--- src/rtl/b2r_pkg.sv ---
package b2r_pkg;
  localparam int RES_W = 5;  // residue width for any modulus below 32
  localparam int RED_W = 6;  // width that holds a value below 2*MOD

  typedef struct packed {
    logic segLd;   // capture slice remainders
    logic csaLd;   // capture carry-save pair
    logic foldLd;  // capture folded value
    logic outLd;   // capture final residue
  } b2r_strobe_t;

  function automatic int unsigned pow2Mod(input int unsigned k, input int unsigned m);
    int unsigned r;
    r = 1 % m;
    for (int unsigned i = 0; i < k; i++) r = (r * 2) % m;
    return r;
  endfunction

  function automatic int unsigned sliceWeightRes(input int unsigned idx, input int unsigned s,
                                                 input int unsigned m);
    return (s * pow2Mod(2 * idx, m)) % m;
  endfunction
endpackage

--- src/rtl/b2r_seg_gen.sv ---
module b2r_seg_gen
  import b2r_pkg::*;
#(
  parameter int SEG_IDX = 0,
  parameter int MOD     = 31
) (
  input  logic [1:0]       segVal,
  output logic [RES_W-1:0] segRes
);
  localparam logic [RES_W-1:0] C1 = RES_W'(sliceWeightRes(SEG_IDX, 1, MOD));
  localparam logic [RES_W-1:0] C2 = RES_W'(sliceWeightRes(SEG_IDX, 2, MOD));
  localparam logic [RES_W-1:0] C3 = RES_W'(sliceWeightRes(SEG_IDX, 3, MOD));

  always_comb begin
    case (segVal)
      2'd0:    segRes = '0;
      2'd1:    segRes = C1;
      2'd2:    segRes = C2;
      default: segRes = C3;
    endcase
  end
endmodule

--- src/rtl/b2r_csa_tree.sv ---
module b2r_csa_tree
  import b2r_pkg::*;
#(
  parameter int NOPS  = 16,
  parameter int SUM_W = 10
) (
  input  logic [NOPS*RES_W-1:0] opsFlat,
  output logic [SUM_W-1:0]      sumVec,
  output logic [SUM_W-1:0]      carryVec
);
  localparam int NARR = (NOPS < 2) ? 2 : NOPS;

  logic [SUM_W-1:0] work [NARR];
  logic [SUM_W-1:0] nxt  [NARR];
  int cnt;
  int nc;

  always_comb begin
    for (int j = 0; j < NARR; j++) begin
      work[j] = '0;
      nxt[j]  = '0;
      if (j < NOPS) work[j] = SUM_W'(opsFlat[j*RES_W +: RES_W]);
    end
    cnt = NOPS;
    nc  = 0;
    // each level compresses groups of three rows into two
    for (int lvl = 0; lvl < NARR; lvl++) begin
      if (cnt > 2) begin
        for (int j = 0; j < NARR; j++) nxt[j] = '0;
        nc = 0;
        for (int j = 0; j < NARR; j += 3) begin
          if (j + 2 < cnt) begin
            nxt[nc]     = work[j] ^ work[j+1] ^ work[j+2];
            nxt[nc + 1] = ((work[j] & work[j+1]) | (work[j] & work[j+2]) |
                           (work[j+1] & work[j+2])) << 1;
            nc = nc + 2;
          end else if (j + 1 < cnt) begin
            nxt[nc]     = work[j];
            nxt[nc + 1] = work[j+1];
            nc = nc + 2;
          end else if (j < cnt) begin
            nxt[nc] = work[j];
            nc = nc + 1;
          end
        end
        for (int j = 0; j < NARR; j++) work[j] = nxt[j];
        cnt = nc;
      end
    end
    sumVec   = work[0];
    carryVec = work[1];
  end
endmodule

--- src/rtl/b2r_fold.sv ---
module b2r_fold
  import b2r_pkg::*;
#(
  parameter int SUM_W = 10,
  parameter int MOD   = 31
) (
  input  logic [SUM_W-1:0] sumVec,
  input  logic [SUM_W-1:0] carryVec,
  output logic [RED_W-1:0] redVal
);
  logic [SUM_W-1:0] v;
  logic [SUM_W-1:0] nv;

  always_comb begin
    v  = sumVec + carryVec;  // true total fits SUM_W bits
    nv = '0;
    // replace every bit at or above RES_W by its weight mod MOD
    for (int it = 0; it < SUM_W; it++) begin
      nv = SUM_W'(v[RES_W-1:0]);
      for (int k = RES_W; k < SUM_W; k++) begin
        if (v[k]) nv = nv + SUM_W'(pow2Mod(k, MOD));
      end
      v = nv;
    end
    redVal = RED_W'(v);
  end
endmodule

--- src/rtl/b2r_ctrl.sv ---
module b2r_ctrl
  import b2r_pkg::*;
(
  input  logic        clk,
  input  logic        rst,
  input  logic        inValid,
  output b2r_strobe_t strb,
  output logic        outValid
);
  localparam int LAT = 4;

  logic [LAT-1:0] validPipe;

  always_ff @(posedge clk) begin
    if (rst) validPipe <= '0;
    else     validPipe <= {validPipe[LAT-2:0], inValid};
  end

  always_comb begin
    strb.segLd  = inValid      & ~rst;
    strb.csaLd  = validPipe[0] & ~rst;
    strb.foldLd = validPipe[1] & ~rst;
    strb.outLd  = validPipe[2] & ~rst;
  end

  assign outValid = validPipe[LAT-1];

  p_valid_src_r3: assert property (@(posedge clk) disable iff (rst)
    outValid |-> $past(inValid, 4));

  p_reset_clear_r4: assert property (@(posedge clk) disable iff (rst)
    $past(rst) |-> !outValid);
endmodule

--- src/rtl/b2r_datapath.sv ---
module b2r_datapath
  import b2r_pkg::*;
#(
  parameter int IN_W = 32,
  parameter int MOD  = 31
) (
  input  logic             clk,
  input  logic             rst,
  input  b2r_strobe_t      strb,
  input  logic [IN_W-1:0]  inData,
  output logic [RES_W-1:0] outRes
);
  localparam int NSEG  = (IN_W + 1) / 2;
  localparam int PAD_W = 2 * NSEG;
  localparam int SUM_W = RES_W + $clog2(NSEG + 1);

  logic [PAD_W-1:0]      padded;
  logic [NSEG*RES_W-1:0] segResFlat;
  logic [NSEG*RES_W-1:0] segReg;
  logic [SUM_W-1:0]      sumVec, carryVec, sumReg, carryReg;
  logic [RED_W-1:0]      redVal, foldReg;
  logic [RED_W:0]        diff;
  logic [RES_W-1:0]      finalRes;

  assign padded = PAD_W'(inData);

  for (genvar g = 0; g < NSEG; g++) begin : g_seg
    b2r_seg_gen #(.SEG_IDX(g), .MOD(MOD)) u_seg (
      .segVal(padded[2*g +: 2]),
      .segRes(segResFlat[g*RES_W +: RES_W])
    );

    p_seg_range_r5: assert property (@(posedge clk) disable iff (rst)
      strb.csaLd |-> (int'(segReg[g*RES_W +: RES_W]) < MOD));
  end

  b2r_csa_tree #(.NOPS(NSEG), .SUM_W(SUM_W)) u_tree (
    .opsFlat (segReg),
    .sumVec  (sumVec),
    .carryVec(carryVec)
  );

  b2r_fold #(.SUM_W(SUM_W), .MOD(MOD)) u_fold (
    .sumVec  (sumReg),
    .carryVec(carryReg),
    .redVal  (redVal)
  );

  // value below 2*MOD: one conditional subtraction finishes it
  always_comb begin
    diff     = {1'b0, foldReg} - (RED_W+1)'(MOD);
    finalRes = diff[RED_W] ? foldReg[RES_W-1:0] : diff[RES_W-1:0];
  end

  always_ff @(posedge clk) begin
    if (strb.segLd)  segReg   <= segResFlat;
    if (strb.csaLd)  sumReg   <= sumVec;
    if (strb.csaLd)  carryReg <= carryVec;
    if (strb.foldLd) foldReg  <= redVal;
    if (strb.outLd)  outRes   <= finalRes;
  end

  p_fold_range_r6: assert property (@(posedge clk) disable iff (rst)
    strb.outLd |-> (int'(foldReg) < 2 * MOD));

  p_out_range_r6: assert property (@(posedge clk) disable iff (rst)
    strb.outLd |=> (int'(outRes) < MOD));

  p_hold_r7: assert property (@(posedge clk) disable iff (rst)
    !strb.outLd |=> $stable(outRes));
endmodule

--- src/rtl/bin2res_pipe.sv ---
module bin2res_pipe
  import b2r_pkg::*;
#(
  parameter int IN_W = 32,
  parameter int MOD  = 31
) (
  input  logic             clk,
  input  logic             rst,
  input  logic             inValid,
  input  logic [IN_W-1:0]  inData,
  output logic             outValid,
  output logic [RES_W-1:0] outRes
);
  b2r_strobe_t strb;

  initial begin
    p_mod_legal_r8: assert ((MOD % 2 == 1) && (MOD >= 17) && (MOD <= 31) && (IN_W >= RES_W));
  end

  b2r_ctrl u_ctrl (
    .clk     (clk),
    .rst     (rst),
    .inValid (inValid),
    .strb    (strb),
    .outValid(outValid)
  );

  b2r_datapath #(.IN_W(IN_W), .MOD(MOD)) u_dp (
    .clk   (clk),
    .rst   (rst),
    .strb  (strb),
    .inData(inData),
    .outRes(outRes)
  );

  p_residue_r1: assert property (@(posedge clk) disable iff (rst)
    outValid |-> (($past(inData, 4) % IN_W'(MOD)) == IN_W'(outRes)));
endmodule

--- config.mk ---
export PLATFORM = sky130hd
export DESIGN_NAME = bin2res_pipe
export DESIGN_NICKNAME = d
export VERILOG_FILES = /design/src/rtl/b2r_pkg.sv /design/src/rtl/b2r_seg_gen.sv /design/src/rtl/b2r_csa_tree.sv /design/src/rtl/b2r_fold.sv /design/src/rtl/b2r_ctrl.sv /design/src/rtl/b2r_datapath.sv /design/src/rtl/bin2res_pipe.sv
export SDC_FILE = /design/constraint.sdc
export NUM_CORES = 1
export LEC_CHECK = 0
export ABC_AREA = 1
export BUFFER_PORTS_ARGS = -buffer_cell sky130_fd_sc_hd__buf_2
export CELL_PAD_IN_SITES_DETAIL_PLACEMENT = 1
export CELL_PAD_IN_SITES_GLOBAL_PLACEMENT = 1
export CORE_MARGIN = 8
export CORE_UTILIZATION = 42
export CTS_CLUSTER_SIZE = 12
export DETAILED_ROUTE_END_ITERATION = 10
export PLACE_DENSITY = 0.8
export SYNTH_ARGS = -nofsm -noshare
export SYNTH_HDL_FRONTEND = slang
export SYNTH_SLANG_ARGS = --single-unit
--- constraint.sdc ---
create_clock -name clk -period 3.9 [get_ports clk]
set_input_delay 0.39 -clock clk [delete_from_list [all_inputs] [get_ports clk]]
set_output_delay 0.39 -clock clk [all_outputs]
set_load 0.01 [all_outputs]
==> impl_metrics.json, run 1 <==
{
  "numCtsBuffers": 9,
  "clk_pin_slew_ns": 0.06,
  "fmax_mhz": 259,
  "tightest_slew_ns": 1.03,
  "fin_tns_setup_ns": 0,
  "cts-root-buf": "clkbuf_8",
  "synth-edff-count": 56,
  "fin_skew_ns": 0.0129,
  "avgViaCountPerCell": 4.68,
  "slew_headroom": 0.312,
  "multi_input_area_mm2": 0.00221,
  "dieArea_mm2": 0.0135,
  "cts_sinks": 60,
  "max_cap_viol_count": 0,
  "avgSynthCellArea_um2": 9.96,
  "rr_endpoint": "u_dp.foldReg[2]$_DFFE_PP_",
  "ios": 41,
  "core_mm2": 0.00973,
  "outcome": "finished clean",
  "clockBufferDepth": 2,
  "cp_max_fo": 5,
  "leakagePower_nw": 2.41,
  "worstPathArrival_ns": 3.96,
  "maxSlewViolCount": 0,
  "synthArstFlopShare": 0,
  "portBuffers": 40,
  "grt_util_all_layers": 0.137,
  "n_fill_cell": 1078,
  "synth-main-ff-cell": "edfxtp_1",
  "cp-endpoint": "u_dp.foldReg[2]$_DFFE_PP_",
  "placed_cells": 572,
  "route.detailed.drc": 0,
  "wl_um": 8830,
  "design_area_mm2": 0.00513,
  "layout.nets": 558,
  "hpwlAfterDp_um": 6890,
  "crit_start": "u_dp.sumReg[2]$_DFFE_PP_",
  "cts_hold_buf": 0,
  "post-route-period-util": 0.992,
  "area_delta_synth_final_pct": 22.0,
  "setup_viol": 0,
  "seqCellArea_mm2": 0.00176,
  "grt_max_degree": 33,
  "reg2reg_slack_ns": 0.03,
  "drtIter0Drc": 52,
  "drtAntennaViolNets": 0,
  "synthDistinctLibCells": 34,
  "syn-cell-area_mm2": 0.00420,
  "grt_pass1_vias": 3153,
  "postSynthCellCount": 422,
  "die_y_um": 116,
  "rows": 36,
  "yosys_warnings": 0,
  "cp.required_ns": 4.00,
  "initial_core_util": 0.432,
  "crit_path_top_delay_cell": "fa_2",
  "antenna_cells": 0,
  "grt.overflow.total": 0,
  "antenna_found_initial": 0,
  "power_density_mw_per_mm2": 827,
  "die_w_um": 116,
  "place_area_mm2": 0.00457,
  "syn_nets": 516,
  "synth_seq_cells": 60,
  "dr.pass1.iters": 4,
  "pre_cts_ws_ns": -0.161,
  "drive_above_1_share": 0.390,
  "place_congestion": 0.763,
  "critical_path.endpoint_type": "register",
  "holdCritPathClass": "in2reg",
  "fin_ws_ns": 0.0331,
  "final_util": 0.527,
  "cts_tree": "done",
  "grt_pass1_wl_um": 14100,
  "wl_per_cell_um": 14.7,
  "clkLatencyLatePin_ns": 0.34,
  "htreeDepth": 3,
  "slowest_delay_ns": 0.46,
  "hold_viol": 0,
  "finalCriticalPeriod_ns": 3.87,
  "ys_seq_area_frac": 0.419,
  "worst_path_most_repeated_cell": "nand2_2",
  "r2r_cells": 30,
  "start_kind": "register",
  "rr_startpoint": "u_dp.sumReg[2]$_DFFE_PP_",
  "vdd_ir_drop_max_uv": 469,
  "layoutNonFillerInstCount": 602,
  "critPathKind": "reg2reg",
  "rsz0062_at_grt": "yes",
  "vias": 2820
}
## worst min path at each step
stage,depth (start not counted),endpoint,from,slack [ns]
after global placement,2,u_ctrl.validPipe[3]$_SDFF_PP0_,u_ctrl.validPipe[2]$_SDFF_PP0_,0.41
after floorplan,2,u_ctrl.validPipe[1]$_SDFF_PP0_,u_ctrl.validPipe[0]$_SDFF_PP0_,0.41
after CTS,1,u_dp.segReg[17]$_DFFE_PP_,inData[7],0.20
after detailed placement,2,u_ctrl.validPipe[2]$_SDFF_PP0_,u_ctrl.validPipe[1]$_SDFF_PP0_,0.43
final,1,u_dp.segReg[8]$_DFFE_PP_,inData[3],0.23
after global routing,1,u_dp.segReg[7]$_DFFE_PP_,inData[2],0.19
## state kept, by name, indices dropped and copies added (netlist names)
register	flops
u_dp.segReg	32
u_dp.foldReg	6
u_dp.sumReg	7
u_dp.outRes	5
u_dp.carryReg	6
u_ctrl.validPipe	4
## worst max-delay path, delay by kind of cell, from the launching register on
family / cells / cell delay (ns)
flip-flops: 1 / 0.42
buffers and inverters: 6 / 0.36
adder cells (fa/ha/maj): 5 / 1.14
AND/OR/NAND/NOR: 19 / 1.71
## cells by family after synthesis
group,count (synthesis),synth area share
adder cells (fa/ha/maj),59,0.211
buffers and inverters,127,0.123
AND/OR/NAND/NOR,158,0.210
XOR/XNOR,9,0.0232
other,1,0.000892
AO/OA/AOI/OAI,7,0.00982
multiplexers,1,0.00268
flip-flops,60,0.419
## area by class of cell
cell class,count,share of cell area
sequential,60,0.344
clock buffer,15,0.0344
multi-input combinational,235,0.430
tap,133,0.0325
clock inverter,1,0.00586
timing repair buffer,73,0.0905
inverter,85,0.0627
## power by group
group          switching (W)  total, W  leakage (nW)  internal, W
sequential         0.0000294  0.000863         0.554     0.000834
combinational        0.00160   0.00280          1.75      0.00120
clock               0.000225  0.000573         0.104     0.000349
total                0.00186   0.00424          2.41      0.00238
## layer usage
layer / GRT usage / part of all wire / vias to the layer above
li1: - / - / 1396
met5: 0 / 0 / -
met2: 0.263 / 0.57 / 48
met1: 0.134 / 0.38 / 1364
met3: 0.0396 / 0.032 / 12
met4: 0.0536 / 0.017 / 0
## cells in the final DEF (no fill, tap or decap), types with 8 or more instances in the layout
cell type   n
nand2_1    40
ha_4        8
edfxtp_1   56
nor2_1     12
inv_1      70
nand3_1    20
ha_1       31
fa_1       19
buf_2      40
clkbuf_8   12
nand2_2    28
inv_2      14
nand2_4    15
buf_4      31
nand3_2    11
## cells in the mapped netlist (2+ instances only)
library cell	instances	area share
nand3_2	3	0.0071
a21oi_1	4	0.0048
nand2_4	8	0.021
nand4_4	2	0.010
clkbuf_1	35	0.031
or2_1	2	0.0030
nor2_2	4	0.0060
xnor2_1	4	0.0083
nand2_2	14	0.021
inv_1	84	0.075
dfxtp_1	4	0.019
nor3_1	2	0.0024
nand3_1	30	0.036
buf_6	4	0.011
nand2_1	61	0.054
buf_4	2	0.0036
nand4_1	7	0.010
fa_1	20	0.095
nor2_1	16	0.014
xor2_1	4	0.0083
nand3_4	2	0.0083
nand3b_1	5	0.0089
edfxtp_1	56	0.40
ha_1	39	0.12
## what timing repair did
action / in CTS / in global routing
pin swaps: 9 / 34
setup endpoints to repair: 4 / 5
resized for setup: 18 / 48
cloned: 0 / 0
buffers inserted: 4 / 10
## stage by stage
step | total power [W] | hold WS [ns]
2_1_floorplan | 0.00258 | 0.411
3_3_place_gp | 0.00294 | 0.414
3_5_place_dp | 0.00309 | 0.433
4_1_cts | 0.00382 | 0.204
5_1_grt | 0.00462 | 0.192
6_report | 0.00424 | 0.227
Power figures use the tool's default switching activity.
==> inputs of run 2 (changes only) <==
MAX_ROUTING_LAYER = met4   (was unset)
==> run 2 against run 1 <==
  * Global-route usage up 0.38 points
  * Sequential cell count stayed put
  * Routed wire length is essentially flat
  * Utilization stayed put
  * Sequential share of layout area is the same
  * Clock-buffer cell count unchanged
  * Final cell count unchanged
  * Critical endpoint unchanged
==> impl_metrics.json, run 2 (synthesis gave the netlist of run 1 again) <==
{
  "leakagePower_nw": 2.41,
  "die_w_um": 116,
  "grt_pass1_wl_um": 14100,
  "drtIter0Drc": 54,
  "initial_core_util": 0.432,
  "cp.required_ns": 4.00,
  "dieArea_mm2": 0.0135,
  "avgViaCountPerCell": 4.69,
  "fin_tns_setup_ns": 0,
  "htreeDepth": 3,
  "layout_common_cells": "inv_1, edfxtp_1, nand2_1, buf_2",
  "holdCritPathClass": "in2reg",
  "grt_pass1_vias": 3156,
  "rr_endpoint": "u_dp.foldReg[2]$_DFFE_PP_",
  "drtAntennaViolNets": 0,
  "power_w": 0.00424,
  "fin_skew_ns": 0.0119,
  "cp_max_fo": 5,
  "largest_reg_flops": 32,
  "dr.pass1.iters": 4,
  "final_common_cell": "inv_1",
  "slowest_delay_ns": 0.47,
  "clk_pin_slew_ns": 0.06,
  "grt_max_degree": 33,
  "layout.nets": 558,
  "hold_depth": 1,
  "crit_family": "simple AND/OR/NAND/NOR gates",
  "dr_wl_met2_um": 5010,
  "ios": 41,
  "hpwlAfterDp_um": 6890,
  "numCtsBuffers": 9,
  "worst_path_most_repeated_cell": "nand2_2",
  "rr_startpoint": "u_dp.sumReg[2]$_DFFE_PP_",
  "fmax_mhz": 259,
  "place_area_mm2": 0.00457,
  "reg.largest.list": "u_dp.segReg (32), u_dp.sumReg (7)",
  "vdd_ir_drop_max_uv": 469,
  "drive_above_1_share": 0.390,
  "portBuffers": 40,
  "wl_met1_um": 3450,
  "hold_slack_ns": 0.227,
  "hold_end": "u_dp.segReg[8]$_DFFE_PP_",
  "n_fill_cell": 1078,
  "cts_sinks": 60,
  "clkLatencyLatePin_ns": 0.34,
  "start_kind": "register",
  "antenna_cells": 0,
  "antenna_found_initial": 0,
  "rows": 36,
  "critPathKind": "reg2reg",
  "finalCriticalPeriod_ns": 3.86,
  "outcome": "finished clean",
  "r2r_cells": 30,
  "grt.overflow.total": 0,
  "vias": 2821,
  "slew_headroom": 0.314,
  "design_area_mm2": 0.00513,
  "hp-start": "inData[3]",
  "largest-register": "u_dp.segReg",
  "sequentialPowerShare": 0.204,
  "wl_met3_um": 218,
  "route.detailed.drc": 0,
  "die_y_um": 116,
  "clockBufferDepth": 2,
  "final_util": 0.527,
  "worstPathArrival_ns": 3.95,
  "wl_um": 8840,
  "cts-root-buf": "clkbuf_8",
  "power_density_mw_per_mm2": 827,
  "post-route-period-util": 0.989,
  "core_mm2": 0.00973,
  "p_sw_w": 0.00186,
  "grt_util_all_layers": 0.141,
  "switching_share": 0.438,
  "reg2reg_slack_ns": 0.04,
  "seqCellArea_mm2": 0.00176,
  "cts_tree": "done",
  "max_cap_viol_count": 0,
  "multi_input_area_mm2": 0.00221,
  "crit_path_top_delay_cell": "fa_2",
  "wl_per_cell_um": 14.7,
  "p_comb_frac": 0.661,
  "intPower_w": 0.00238,
  "clockPowerShare": 0.135,
  "maxSlewViolCount": 0,
  "place_congestion": 0.773,
  "hold_viol": 0,
  "setup_viol": 0,
  "critical_path.endpoint_type": "register",
  "top_layer_used": "met4",
  "path_buf_inv": 6,
  "tightest_slew_ns": 1.03,
  "area_delta_synth_final_pct": 22.0,
  "rsz0062_at_grt": "yes"
}
## run 2: how the worst max path moves through the flow
| stage | from | endpoint | slack (ns) | cells after the start |
|---|---|---|---|---|
| floorplan | u_dp.sumReg[4]$_DFFE_PP_ | u_dp.foldReg[3]$_DFFE_PP_ | -0.004 | 37 |
| global placement | u_dp.sumReg[4]$_DFFE_PP_ | u_dp.foldReg[3]$_DFFE_PP_ | 0.03 | 35 |
| detailed placement | u_dp.carryReg[3]$_DFFE_PP_ | u_dp.foldReg[3]$_DFFE_PP_ | -0.16 | 35 |
| CTS | u_dp.carryReg[3]$_DFFE_PP_ | u_dp.foldReg[2]$_DFFE_PP_ | 0.003 | 35 |
| global route | u_dp.sumReg[2]$_DFFE_PP_ | u_dp.foldReg[2]$_DFFE_PP_ | -0.18 | 30 |
| finish | u_dp.sumReg[2]$_DFFE_PP_ | u_dp.foldReg[2]$_DFFE_PP_ | 0.04 | 30 |
## run 2: per-layer routing
metal,up-vias,track usage
met4,0,0.0536
met3,12,0.0360
met1,1370,0.135
met2,44,0.264
li1,1395,-
met5,-,-
## run 2: power groups by stage
stage          Sequential, W  Clock, W  Combinational [W]
6_report            0.000863  0.000573            0.00280
5_1_grt             0.000869  0.000614            0.00313
4_1_cts             0.000862  0.000590            0.00237
3_5_place_dp        0.000871         0            0.00222
3_3_place_gp        0.000867         0            0.00207
2_1_floorplan       0.000864         0            0.00172
## run 2: final cells by class
| cell class | count | share of cell area |
|---|---|---|
| Clock buffer | 15 | 0.0344 |
| Sequential cell | 60 | 0.344 |
| Inverter | 85 | 0.0627 |
| Timing Repair Buffer | 73 | 0.0905 |
| Clock inverter | 1 | 0.00586 |
| Multi-Input combinational cell | 235 | 0.430 |
| Tap cell | 133 | 0.0325 |
## run 2: timing repair
action / in CTS / in global routing
endpoints found under the setup margin: 4 / 5
hold buffers: 0 / 0
gates resized for setup: 18 / 48
setup buffers: 4 / 10
pin swaps: 9 / 34
## run 2: through the flow
stage / setup WS (ns) / instances
global placement: 0.0334 / 572
global route: -0.181 / 602
floorplan: -0.00372 / 422
finish: 0.0445 / 602
detailed placement: -0.161 / 572
CTS: 0.00301 / 592
==> inputs of run 3 (changes only) <==
SETUP_SLACK_MARGIN = 0.1   (was unset)
==> run 3 against run 2 <==
  * Sequential power hardly changed
  * Combinational power hardly changed
  * Sequential cell count stayed put
  * Routed wire length is 4.3% higher
  * Final cell count is 1.5% higher
  * Die area stayed put
  * Maximum frequency is 0.86% higher
  * Highest routed layer unchanged
  * Clock skew is 0.0057 ns lower
  * Via count is 1.9% higher
  * Clock power is 13% lower
  * Clock-buffer cell count is 4 lower
==> impl_metrics.json, run 3 (synthesis gave the netlist of run 1 again) <==
{
  "hold_viol": 0,
  "fmax_mhz": 262,
  "drive_above_1_share": 0.406,
  "dr.pass1.iters": 4,
  "die_y_um": 116,
  "die_w_um": 116,
  "power_w": 0.00419,
  "grt_max_degree": 33,
  "wl_um": 9220,
  "clk_pin_slew_ns": 0.06,
  "post-route-period-util": 0.980,
  "wl_per_cell_um": 15.1,
  "antenna_cells": 0,
  "slew_headroom": 0.308,
  "grt_use_met2": 0.287,
  "crit_path_top_delay_cell": "fa_2",
  "route.detailed.drc": 0,
  "n_fill_cell": 1101,
  "fin_ws_ns": 0.0774,
  "drtIter0Drc": 84,
  "htreeDepth": 3,
  "dieArea_mm2": 0.0135,
  "grt_pass1_wl_um": 15100,
  "vdd_ir_drop_max_uv": 327,
  "outcome": "finished clean",
  "rr_endpoint": "u_dp.foldReg[3]$_DFFE_PP_",
  "area_delta_synth_final_pct": 22.6,
  "gr-max-usage-layer": "met2",
  "grt.overflow.total": 0,
  "rsz0062_at_grt": "yes",
  "cts_hold_buf": 0,
  "cp_max_fo": 4,
  "hold_end": "u_dp.segReg[64]$_DFFE_PP_",
  "fin_skew_ns": 0.00626,
  "cts_sinks": 60,
  "finalCriticalPeriod_ns": 3.82,
  "hpwlAfterDp_um": 6690,
  "layout_common_cells": "inv_1, edfxtp_1, buf_4",
  "max_cap_viol_count": 0,
  "clkLatencyLatePin_ns": 0.33,
  "critPathKind": "reg2reg",
  "final_common_cell": "inv_1",
  "antenna_found_initial": 0,
  "layout.nets": 568,
  "r2r_cells": 33,
  "maxSlewViolCount": 0,
  "ios": 41,
  "pre_cts_ws_ns": -0.201,
  "reg2reg_slack_ns": 0.08,
  "hold_slack_ns": 0.228,
  "largest-register": "u_dp.segReg",
  "tightest_slew_ns": 1.03,
  "rows": 36,
  "slowest_delay_ns": 0.45,
  "hold_depth": 1,
  "reg.largest.list": "u_dp.segReg (32), u_dp.sumReg (7)",
  "vias": 2874,
  "leakagePower_nw": 2.41,
  "worstPathArrival_ns": 3.90,
  "core_mm2": 0.00973,
  "layoutNonFillerInstCount": 611,
  "cp.required_ns": 3.98,
  "largest_reg_flops": 32,
  "cts-root-buf": "clkbuf_8",
  "grt_pass1_vias": 3342,
  "drtAntennaViolNets": 0,
  "cts_tree": "done",
  "power_density_mw_per_mm2": 814,
  "numCtsBuffers": 9,
  "setup_viol": 0,
  "avgViaCountPerCell": 4.70,
  "grt_use_met3": 0.0240,
  "holdCritPathClass": "in2reg",
  "grt_util_all_layers": 0.150,
  "placed_cells": 561,
  "start_kind": "register",
  "clockBufferDepth": 2,
  "portBuffers": 40,
  "hp-start": "inData[24]",
  "critical_path.endpoint_type": "register",
  "met1_usage": 0.144,
  "rr_startpoint": "u_dp.sumReg[2]$_DFFE_PP_",
  "place_congestion": 0.820,
  "initial_core_util": 0.432
}
==> run 3: cell count changes in the layout (fill, tap and decap cells not counted), moves of 2 or more <==
cell / change
buf_4: +11
inv_2: +4
nor2_4: -2
clkbuf_8: -3
inv_1: -4
nand3_2: -2
clkinv_1: +3
nand2_4: -2
nor2_2: +2
==> run 3: report_power, final <==
part	switching, W	internal, W	leakage, nW
clock network	0.000214	0.000285	0.0859
logic	0.00161	0.00122	1.77
registers	0.0000296	0.000834	0.554
total	0.00186	0.00234	2.41
==> run 3: critical path, delay by kind of cell (launching register included) <==
family | cells | cell delay [ns]
simple gates | 19 | 1.38
fa+ha+maj | 5 | 1.14
flops | 1 | 0.41
buf+inv | 9 | 0.63
==> run 3: layer usage <==
layer,wire (um),up-vias
met5,0,-
met4,229,0
met3,184,22
met2,5220,49
met1,3580,1390
li1,-,1413
==> run 3: worst max path at each step <==
| stage | from | end | slack, ns | depth (start not counted) |
|---|---|---|---|---|
| floorplan | u_dp.sumReg[4]$_DFFE_PP_ | u_dp.foldReg[3]$_DFFE_PP_ | 0.11 | 37 |
| global placement | u_dp.carryReg[2]$_DFFE_PP_ | u_dp.foldReg[2]$_DFFE_PP_ | 0.009 | 33 |
| detailed placement | u_dp.carryReg[3]$_DFFE_PP_ | u_dp.foldReg[3]$_DFFE_PP_ | -0.20 | 35 |
| CTS | u_dp.carryReg[3]$_DFFE_PP_ | u_dp.foldReg[2]$_DFFE_PP_ | 0.11 | 33 |
| global route | u_dp.carryReg[2]$_DFFE_PP_ | u_dp.foldReg[3]$_DFFE_PP_ | -0.14 | 30 |
| finish | u_dp.sumReg[2]$_DFFE_PP_ | u_dp.foldReg[3]$_DFFE_PP_ | 0.08 | 33 |
==> run 3: final cells by class <==
type	instances	area (um2)	share of cell area
repair buffers	83	536	0.104
well taps	133	166	0.0323
multi-input cells	235	2190	0.426
clock inverters	4	41.3	0.00801
flip-flops and latches	60	1760	0.342
inverters	85	322	0.0624
clock buffers	11	131	0.0255
==> run 3: through the flow <==
step | area (um2) | TNS, ns | util
4_1_cts | 4970 | 0 | 0.511
2_1_floorplan | 4300 | 0 | -
6_report | 5150 | 0 | 0.530
5_1_grt | 5150 | -0.506 | 0.530
3_5_place_dp | 4520 | -0.603 | 0.465
3_3_place_gp | 4520 | 0 | 0.465
==> run 3: repair_timing <==
action | CTS | global route
pin swaps | 24 | 32
hold endpoints to repair | 0 | 0
endpoints found under the setup margin | 4 | 4
gates cloned | 0 | 0
buffers inserted | 23 | 12
resized for setup | 22 | 29
